## src/rtl/alu_slice_pkg.sv

```systemverilog
package alu_slice_pkg;

    localparam int SEL_W = 4;

    typedef enum logic [SEL_W-1:0] {
        AR_PASS_A    = 4'b0000,
        AR_OR        = 4'b0001,
        AR_ORN       = 4'b0010,
        AR_ONES      = 4'b0011,
        AR_A_ANDN    = 4'b0100,
        AR_OR_ANDN   = 4'b0101,
        AR_SUB_M1    = 4'b0110,
        AR_ANDN_M1   = 4'b0111,
        AR_A_AND     = 4'b1000,
        AR_ADD       = 4'b1001,
        AR_ORN_AND   = 4'b1010,
        AR_AND_M1    = 4'b1011,
        AR_DOUBLE    = 4'b1100,
        AR_OR_A      = 4'b1101,
        AR_ORN_A     = 4'b1110,
        AR_PASS_A2   = 4'b1111
    } arith_op_e;

    typedef enum logic [SEL_W-1:0] {
        LG_NOT_A  = 4'b0000,
        LG_NOR    = 4'b0001,
        LG_NA_B   = 4'b0010,
        LG_ZERO   = 4'b0011,
        LG_NAND   = 4'b0100,
        LG_NOT_B  = 4'b0101,
        LG_XOR    = 4'b0110,
        LG_A_NB   = 4'b0111,
        LG_NA_OR  = 4'b1000,
        LG_XNOR   = 4'b1001,
        LG_PASS_B = 4'b1010,
        LG_AND    = 4'b1011,
        LG_A_ORNB = 4'b1100,
        LG_OR     = 4'b1101,
        LG_PASS_A = 4'b1110,
        LG_ONES   = 4'b1111
    } logic_op_e;

    typedef struct packed {
        logic cout;
        logic prop;
        logic gen;
    } grp_t;

endpackage

```

## src/rtl/alu_opgen.sv

```systemverilog
module alu_opgen
    import alu_slice_pkg::*;
#(
    parameter int WIDTH = 4
) (
    input  logic [WIDTH-1:0] a,
    input  logic [WIDTH-1:0] b,
    input  logic [SEL_W-1:0] sel,
    output logic [WIDTH-1:0] x,
    output logic [WIDTH-1:0] y
);
    localparam logic [WIDTH-1:0] ONES = {WIDTH{1'b1}};
    localparam logic [WIDTH-1:0] ZERO = '0;

    always_comb begin
        x = a;
        y = ZERO;
        case (arith_op_e'(sel))
            AR_PASS_A:  begin x = a;       y = ZERO;   end
            AR_OR:      begin x = a | b;   y = ZERO;   end
            AR_ORN:     begin x = a | ~b;  y = ZERO;   end
            AR_ONES:    begin x = ONES;    y = ZERO;   end
            AR_A_ANDN:  begin x = a;       y = a & ~b; end
            AR_OR_ANDN: begin x = a | b;   y = a & ~b; end
            AR_SUB_M1:  begin x = a;       y = ~b;     end
            AR_ANDN_M1: begin x = a & ~b;  y = ONES;   end
            AR_A_AND:   begin x = a;       y = a & b;  end
            AR_ADD:     begin x = a;       y = b;      end
            AR_ORN_AND: begin x = a | ~b;  y = a & b;  end
            AR_AND_M1:  begin x = a & b;   y = ONES;   end
            AR_DOUBLE:  begin x = a;       y = a;      end
            AR_OR_A:    begin x = a | b;   y = a;      end
            AR_ORN_A:   begin x = a | ~b;  y = a;      end
            AR_PASS_A2: begin x = a;       y = ZERO;   end
            default:    begin x = a;       y = ZERO;   end
        endcase
    end

    // add and subtract forms keep their operand terms
    always_comb begin
        if (sel == AR_ADD) begin
            a_r2_add_terms: assert (x == a && y == b)
                else $error("a_r2_add_terms");
        end
        if (sel == AR_SUB_M1) begin
            a_r2_sub_terms: assert ((x ^ y ^ ~b) == a)
                else $error("a_r2_sub_terms");
        end
    end
endmodule

```

## src/rtl/alu_cla.sv

```systemverilog
module alu_cla
    import alu_slice_pkg::*;
#(
    parameter int WIDTH = 4
) (
    input  logic [WIDTH-1:0] x,
    input  logic [WIDTH-1:0] y,
    input  logic             cin,
    output logic [WIDTH-1:0] sum,
    output grp_t             grp
);
    logic [WIDTH-1:0] p;
    logic [WIDTH-1:0] g;
    logic [WIDTH:0]   c;
    logic             gg;

    for (genvar i = 0; i < WIDTH; i++) begin : g_bit
        assign p[i]   = x[i] ^ y[i];
        assign g[i]   = x[i] & y[i];
        assign sum[i] = p[i] ^ c[i];
    end

    // every carry expanded as a flat sum of products of p, g and cin
    always_comb begin
        logic acc;
        logic chain;
        c[0] = cin;
        for (int i = 1; i <= WIDTH; i++) begin
            acc = 1'b0;
            for (int j = 0; j < i; j++) begin
                chain = g[j];
                for (int k = j + 1; k < i; k++) chain = chain & p[k];
                acc = acc | chain;
            end
            chain = cin;
            for (int k = 0; k < i; k++) chain = chain & p[k];
            c[i] = acc | chain;
        end
    end

    // group generate: carry out of the top bit with no carry in
    always_comb begin
        logic chain;
        gg = 1'b0;
        for (int j = 0; j < WIDTH; j++) begin
            chain = g[j];
            for (int k = j + 1; k < WIDTH; k++) chain = chain & p[k];
            gg = gg | chain;
        end
    end

    assign grp.cout = c[WIDTH];
    assign grp.prop = &p;
    assign grp.gen  = gg;

    always_comb begin
        logic [WIDTH:0] wide;
        wide = {1'b0, x} + {1'b0, y} + {{WIDTH{1'b0}}, cin};
        a_r4_sum_matches: assert ({grp.cout, sum} == wide)
            else $error("a_r4_sum_matches");
        a_r9_cout_group: assert (grp.cout == (grp.gen | (grp.prop & cin)))
            else $error("a_r9_cout_group");
        a_r8_prop_gen_excl: assert (!(grp.prop && grp.gen))
            else $error("a_r8_prop_gen_excl");
    end
endmodule

```

## src/rtl/alu_logic.sv

```systemverilog
module alu_logic
    import alu_slice_pkg::*;
#(
    parameter int WIDTH = 4
) (
    input  logic [WIDTH-1:0] a,
    input  logic [WIDTH-1:0] b,
    input  logic [SEL_W-1:0] sel,
    output logic [WIDTH-1:0] f
);
    always_comb begin
        case (logic_op_e'(sel))
            LG_NOT_A:  f = ~a;
            LG_NOR:    f = ~(a | b);
            LG_NA_B:   f = ~a & b;
            LG_ZERO:   f = '0;
            LG_NAND:   f = ~(a & b);
            LG_NOT_B:  f = ~b;
            LG_XOR:    f = a ^ b;
            LG_A_NB:   f = a & ~b;
            LG_NA_OR:  f = ~a | b;
            LG_XNOR:   f = ~(a ^ b);
            LG_PASS_B: f = b;
            LG_AND:    f = a & b;
            LG_A_ORNB: f = a | ~b;
            LG_OR:     f = a | b;
            LG_PASS_A: f = a;
            LG_ONES:   f = '1;
            default:   f = '0;
        endcase
    end

    // complementary pair of codes produce complementary outputs
    always_comb begin
        if (sel == LG_XNOR) begin
            a_r5_xnor_vs_xor: assert ((f ^ a ^ b) == '1)
                else $error("a_r5_xnor_vs_xor");
        end
    end
endmodule

```

## src/rtl/alu_slice.sv

```systemverilog
module alu_slice
    import alu_slice_pkg::*;
#(
    parameter int WIDTH = 4
) (
    input  logic [WIDTH-1:0] op_a,
    input  logic [WIDTH-1:0] op_b,
    input  logic [SEL_W-1:0] fn_sel,
    input  logic             logic_mode,
    input  logic             carry_in,
    output logic [WIDTH-1:0] result,
    output logic             carry_out,
    output logic             grp_prop,
    output logic             grp_gen
);
    logic [WIDTH-1:0] term_x;
    logic [WIDTH-1:0] term_y;
    logic [WIDTH-1:0] arith_res;
    logic [WIDTH-1:0] logic_res;
    grp_t             grp;

    alu_opgen #(.WIDTH(WIDTH)) u_opgen (
        .a   (op_a),
        .b   (op_b),
        .sel (fn_sel),
        .x   (term_x),
        .y   (term_y)
    );

    alu_cla #(.WIDTH(WIDTH)) u_cla (
        .x   (term_x),
        .y   (term_y),
        .cin (carry_in),
        .sum (arith_res),
        .grp (grp)
    );

    alu_logic #(.WIDTH(WIDTH)) u_logic (
        .a   (op_a),
        .b   (op_b),
        .sel (fn_sel),
        .f   (logic_res)
    );

    always_comb begin
        if (logic_mode) begin
            result    = logic_res;
            carry_out = 1'b0;
            grp_prop  = 1'b0;
            grp_gen   = 1'b0;
        end else begin
            result    = arith_res;
            carry_out = grp.cout;
            grp_prop  = grp.prop;
            grp_gen   = grp.gen;
        end
    end

    always_comb begin
        if (logic_mode) begin
            a_r7_quiet_carry: assert (!carry_out && !grp_prop && !grp_gen)
                else $error("a_r7_quiet_carry");
        end else begin
            a_r1_pass_a: assert (fn_sel != AR_PASS_A || carry_in || result == op_a)
                else $error("a_r1_pass_a");
        end
    end
endmodule

```

## config.mk

```make
export PLATFORM = sky130hd
export DESIGN_NAME = alu_slice
export DESIGN_NICKNAME = d
export VERILOG_FILES = /design/src/rtl/alu_slice_pkg.sv /design/src/rtl/alu_opgen.sv /design/src/rtl/alu_cla.sv /design/src/rtl/alu_logic.sv /design/src/rtl/alu_slice.sv
export SDC_FILE = /design/constraint.sdc
export NUM_CORES = 1
export LEC_CHECK = 0
export CAP_MARGIN = 25
export CORE_ASPECT_RATIO = 0.5
export CORE_MARGIN = 1.5
export CORE_UTILIZATION = 54
export DETAILED_ROUTE_END_ITERATION = 16
export PLACE_DENSITY = 0.88
export SKIP_LAST_GASP = 1
export SYNTH_ARGS = -nofsm -noshare
export SYNTH_HDL_FRONTEND = slang
export SYNTH_SLANG_ARGS = --single-unit
```

## constraint.sdc

```tcl
create_clock -name vclk -period 3.35
set_clock_uncertainty 0.05 [all_clocks]
set_input_delay 0.5025 -clock vclk [all_inputs]
set_output_delay 0.5025 -clock vclk [all_outputs]
set_load 0.005 [all_outputs]
```

==> results of run 1 <==
## cell families after synthesis
kind of cell / after synthesis / share of synthesized area [%]
buffers and inverters: 32 / 9.43
AO/OA/AOI/OAI: 71 / 34.5
AND/OR/NAND/NOR: 70 / 25.3
XOR/XNOR: 3 / 1.69
adder cells (fa/ha/maj): 28 / 23.0
multiplexers: 9 / 6.04
## synthesized netlist by cell type (2+ instances only)
cell / n / share of area, %
o22ai_1: 3 / 1.2
and2_1: 2 / 0.81
or2b_1: 2 / 0.97
buf_6: 2 / 1.5
nor2b_1: 2 / 0.81
a2111oi_0: 2 / 1.1
a21oi_1: 12 / 3.9
a22oi_1: 5 / 2.4
o21a_1: 2 / 0.97
ha_1: 27 / 22
or4b_1: 2 / 1.3
nand2_1: 19 / 4.6
o311ai_2: 2 / 2.1
nor2_1: 6 / 1.5
inv_1: 16 / 3.9
nor4_1: 4 / 1.6
a221oi_1: 2 / 1.1
o21ai_0: 4 / 1.3
mux2_1: 3 / 2.2
or3_1: 2 / 0.81
a21o_1: 2 / 0.97
buf_2: 6 / 1.9
a32o_1: 3 / 1.9
nor3_1: 5 / 1.6
xnor2_1: 3 / 1.7
nor3b_1: 3 / 1.5
a31oi_1: 5 / 2.0
mux2i_1: 6 / 3.9
clkbuf_1: 5 / 1.2
o211ai_1: 3 / 1.5
o21ai_1: 6 / 1.9
o221ai_1: 4 / 2.3
nand2b_1: 14 / 5.6
nand3_1: 3 / 0.97
and3_1: 2 / 0.81
a22o_1: 3 / 1.7
## stage by stage
stage                     instance area, um2  hold WS, ps  utilization, %  std cells
after floorplan                         1580         1150               -        213
after global placement                  2350         2110            88.3        336
after detailed placement                2350         2160            88.3        336
==> out/metrics.cfg, run 1 <==
[status]
status = stopped before the end
lastStage = clock tree synthesis
firstError = [ERROR DPL-0033] detailed placement checks failed during check placement.

[yosys]
syn-num-nets = 255
synth_cell_types = 57
ys_warn_count = 0
synth.avg_cell_area_um2 = 7.29
netlist_area_um2 = 1550
synthCells = 213
synth_seq_area_share_pct = 0

[clocking]
postCtsHoldBufs = 0
ctsResizeCount = 93
postCtsSetupBuffers = 11

[floorplanning]
fp.dieW_um = 78.8
rows = 13
initial_core_util_pct = 58.2
io_pins = 21
die_h_um = 40.9

[placed_design]
pre_cts_ws_ps = -1390
io_buffers = 21
gp_congestion = 1.11
hpwl_um = 5370

==> inputs of run 2 (changes only) <==
- CORE_ASPECT_RATIO: 0.5 -> unset
- CORE_UTILIZATION: 54 -> 40
- PLACE_DENSITY: 0.88 -> unset
- PLACE_DENSITY_LB_ADDON: unset -> 0.15
- clock period: 3.35 -> 4.4 ns (I/O delays scaled with it)
==> run 2 against run 1 <==
  * The run now ends clean
  * Synthesized cell count unchanged
  * Synthesized area unchanged
==> out/metrics.cfg, run 2 <==
[yosys]
synth-adder-area-share_pct = 23.0
netlist_area_um2 = 1550
ys_warn_count = 0
synth_mux_area_share_pct = 6.04
synth_seq_area_share_pct = 0
synth.avg_cell_area_um2 = 7.29
synth_top_family_by_area = compound AO/OA/AOI/OAI gates
synth_cell_types = 57
synth_compound_area_share_pct = 34.5
synth_most_common_cell = ha_1
synthSimpleGateAreaFrac_pct = 25.3
syn-num-nets = 255
synth.top_cell.area_share_pct = 21.8
yosys.area.top_type = ha_1
synthTopCellsByCount = ha_1, nand2_1, inv_1
synthCells = 213
synth_area_leaders = ha_1, nand2b_1, nand2_1
synthXorXnorAreaFrac_pct = 1.69

[power_and_ir_drop]
power.leakage_uw = 0.00103
switching_power_uw = 152
switching_share_pct = 46.4
power_density_nw_per_um2 = 143
p_total_uw = 327
power_frac_seq_pct = 0
power.share.combinational_pct = 100.0
irDropWorstVdd_v = 0.0000598
clkPwrFrac_pct = 0
internal_power_uw = 175

[floorplanning]
rows = 22
fp.dieW_um = 65.3
die_area_um2 = 4260
die_h_um = 65.3
io_pins = 21
fp.coreArea_um2 = 3690
initial_core_util_pct = 42.1

[critical_path]
critical_path_required_ps = 3690
critical_path.max_fanout = 4
cp.depth = 13
critPathTopFamily = simple AND/OR/NAND/NOR gates
cp_common_cell = a21o_1
startpoint = fn_sel[2]
critical_path_class = input port to primary output
path_cells = buf_2, buf_4, ha_2, or3_4, a21oi_4, nor3_1, or4b_4, ha_4, a21o_1, a21o_1, a21oi_1, nor2_1, clkdlybuf4s50_1
arrival_ps = 3590
cp-endpoint = grp_gen
critical-path-max-stage-delay_ps = 530
crit_path_top_delay_cell = or4b_4
startpoint_type = input port
endpoint_kind = primary output
path_buf_inv = 3

[placed_design]
hpwl_um = 4180
gp_congestion = 0.930
pre_cts_ws_ps = -635
io_buffers = 21
place_area_um2 = 2200

[job]
cap_violations = 0

[worst_hold_path]
hold_path.class = input port to primary output

[sta]
relSlewSlack_pct = 71.1
finalMaxSlewViolations = 0
finalSetupViolations = 0
fmax_mhz = 233
finalCritPeriodShare_pct = 97.6
hold_viol_final = 0
worst_pin_slew_ps = 423
fin_crit_ps = 4300
rsz0062_at_grt = no
setup_ws_ps = 104
whs_ps = 2190

[global_routing]
grt_usage_pct = 25.5
grt_overflow = 0
grt_start_max_net_pins = 14
grt_pass1_vias = 1858
grt_pass1_wl_um = 8750
antenna_found_initial = 0

[routing]
wirelength_um = 5220
drtPass1Iterations = 4
ant_nets = 0
drtIter0Drc = 191
avgRoutedWirePerCell_um = 15.9
via_per_inst = 5.70
vias = 1874
remaining_drc_errors = 0

[layout]
drive_gt1_share_pct = 32.4
clkbuf_count = 0
fin_util_pct = 61.9
layout_common_cells = buf_4, ha_1, nand2_1, inv_1, nand2b_1
regArea_um2 = 0
antennaDiodeCount = 0
nFlopsAndLatches = 0
stdcell_area_um2 = 2280
mostFrequentLayoutCell = buf_4
area_growth_pct = 47.1
nNetsFinal = 325

[clocking]
postCtsHoldBufs = 0

[status]
status = complete, no violations

[run 2: cell counts after synthesis]
Identical to the previous run, type by type.
[run 2: per-stage QoR]
stage / setup TNS, ps / std cells
2_1_floorplan: 0 / 213
3_3_place_gp: -3190 / 328
3_5_place_dp: -3450 / 328
4_1_cts: 0 / 329
5_1_grt: 0 / 329
6_report: 0 / 329
[run 2: how the worst min path moves through the flow]
stage                          start         to  slack [ps]  depth (start not counted)
after floorplan            fn_sel[0]  result[2]        1470                          3
after global placement    logic_mode    grp_gen        2400                          3
after detailed placement  logic_mode    grp_gen        2390                          3
after CTS                 logic_mode  carry_out        2240                          3
after global routing       fn_sel[2]  result[1]        2230                          6
final                      fn_sel[2]  result[1]        2190                          6
[run 2: kinds of logic after synthesis]
logic type      Yosys count
buf+inv                  32
mux                       9
compound gates           71
fa+ha+maj                28
xor+xnor                  3
simple gates             70
[run 2: power groups by stage]
stage          Clock, uW  Sequential (uW)  Combinational [uW]
6_report               0                0                 327
5_1_grt                0                0                 355
2_1_floorplan          0                0                 169
3_5_place_dp           0                0                 304
4_1_cts                0                0                 315
3_3_place_gp           0                0                 301
[run 2: metal layers]
layer,global-route usage [%],wire [um]
met1,34.5,2410
met2,46.4,2530
met3,0.856,269
met4,2.34,17
met5,0,0
[run 2: tightest hold or removal path: cells and delay by family]
family | cells | cell delay (ps)
adder cells (fa/ha/maj) | 1 | 160
buffers and inverters | 3 | 510
AO/OA/AOI/OAI | 2 | 250
[run 2: layout make-up]
type | count | area [um2]
tap | 48 | 60.1
timing repair buffer | 83 | 653
inverter | 17 | 63.8
multi-input combinational | 181 | 1510
fill | 366 | 1410
[run 2: timing repair]
item / in CTS / in global routing
pin swaps: 5 / 4
resized for setup: 26 / 13
endpoints found under the setup margin: 7 / 5
buffers inserted: 1 / 0
(Power assumes the default switching activity.)
==> inputs of run 3 (changes only) <==
- GPL_ROUTABILITY_DRIVEN: unset -> 0
==> results of run 3 <==
Final layout, timing and power as in run 2 (identical DEF).
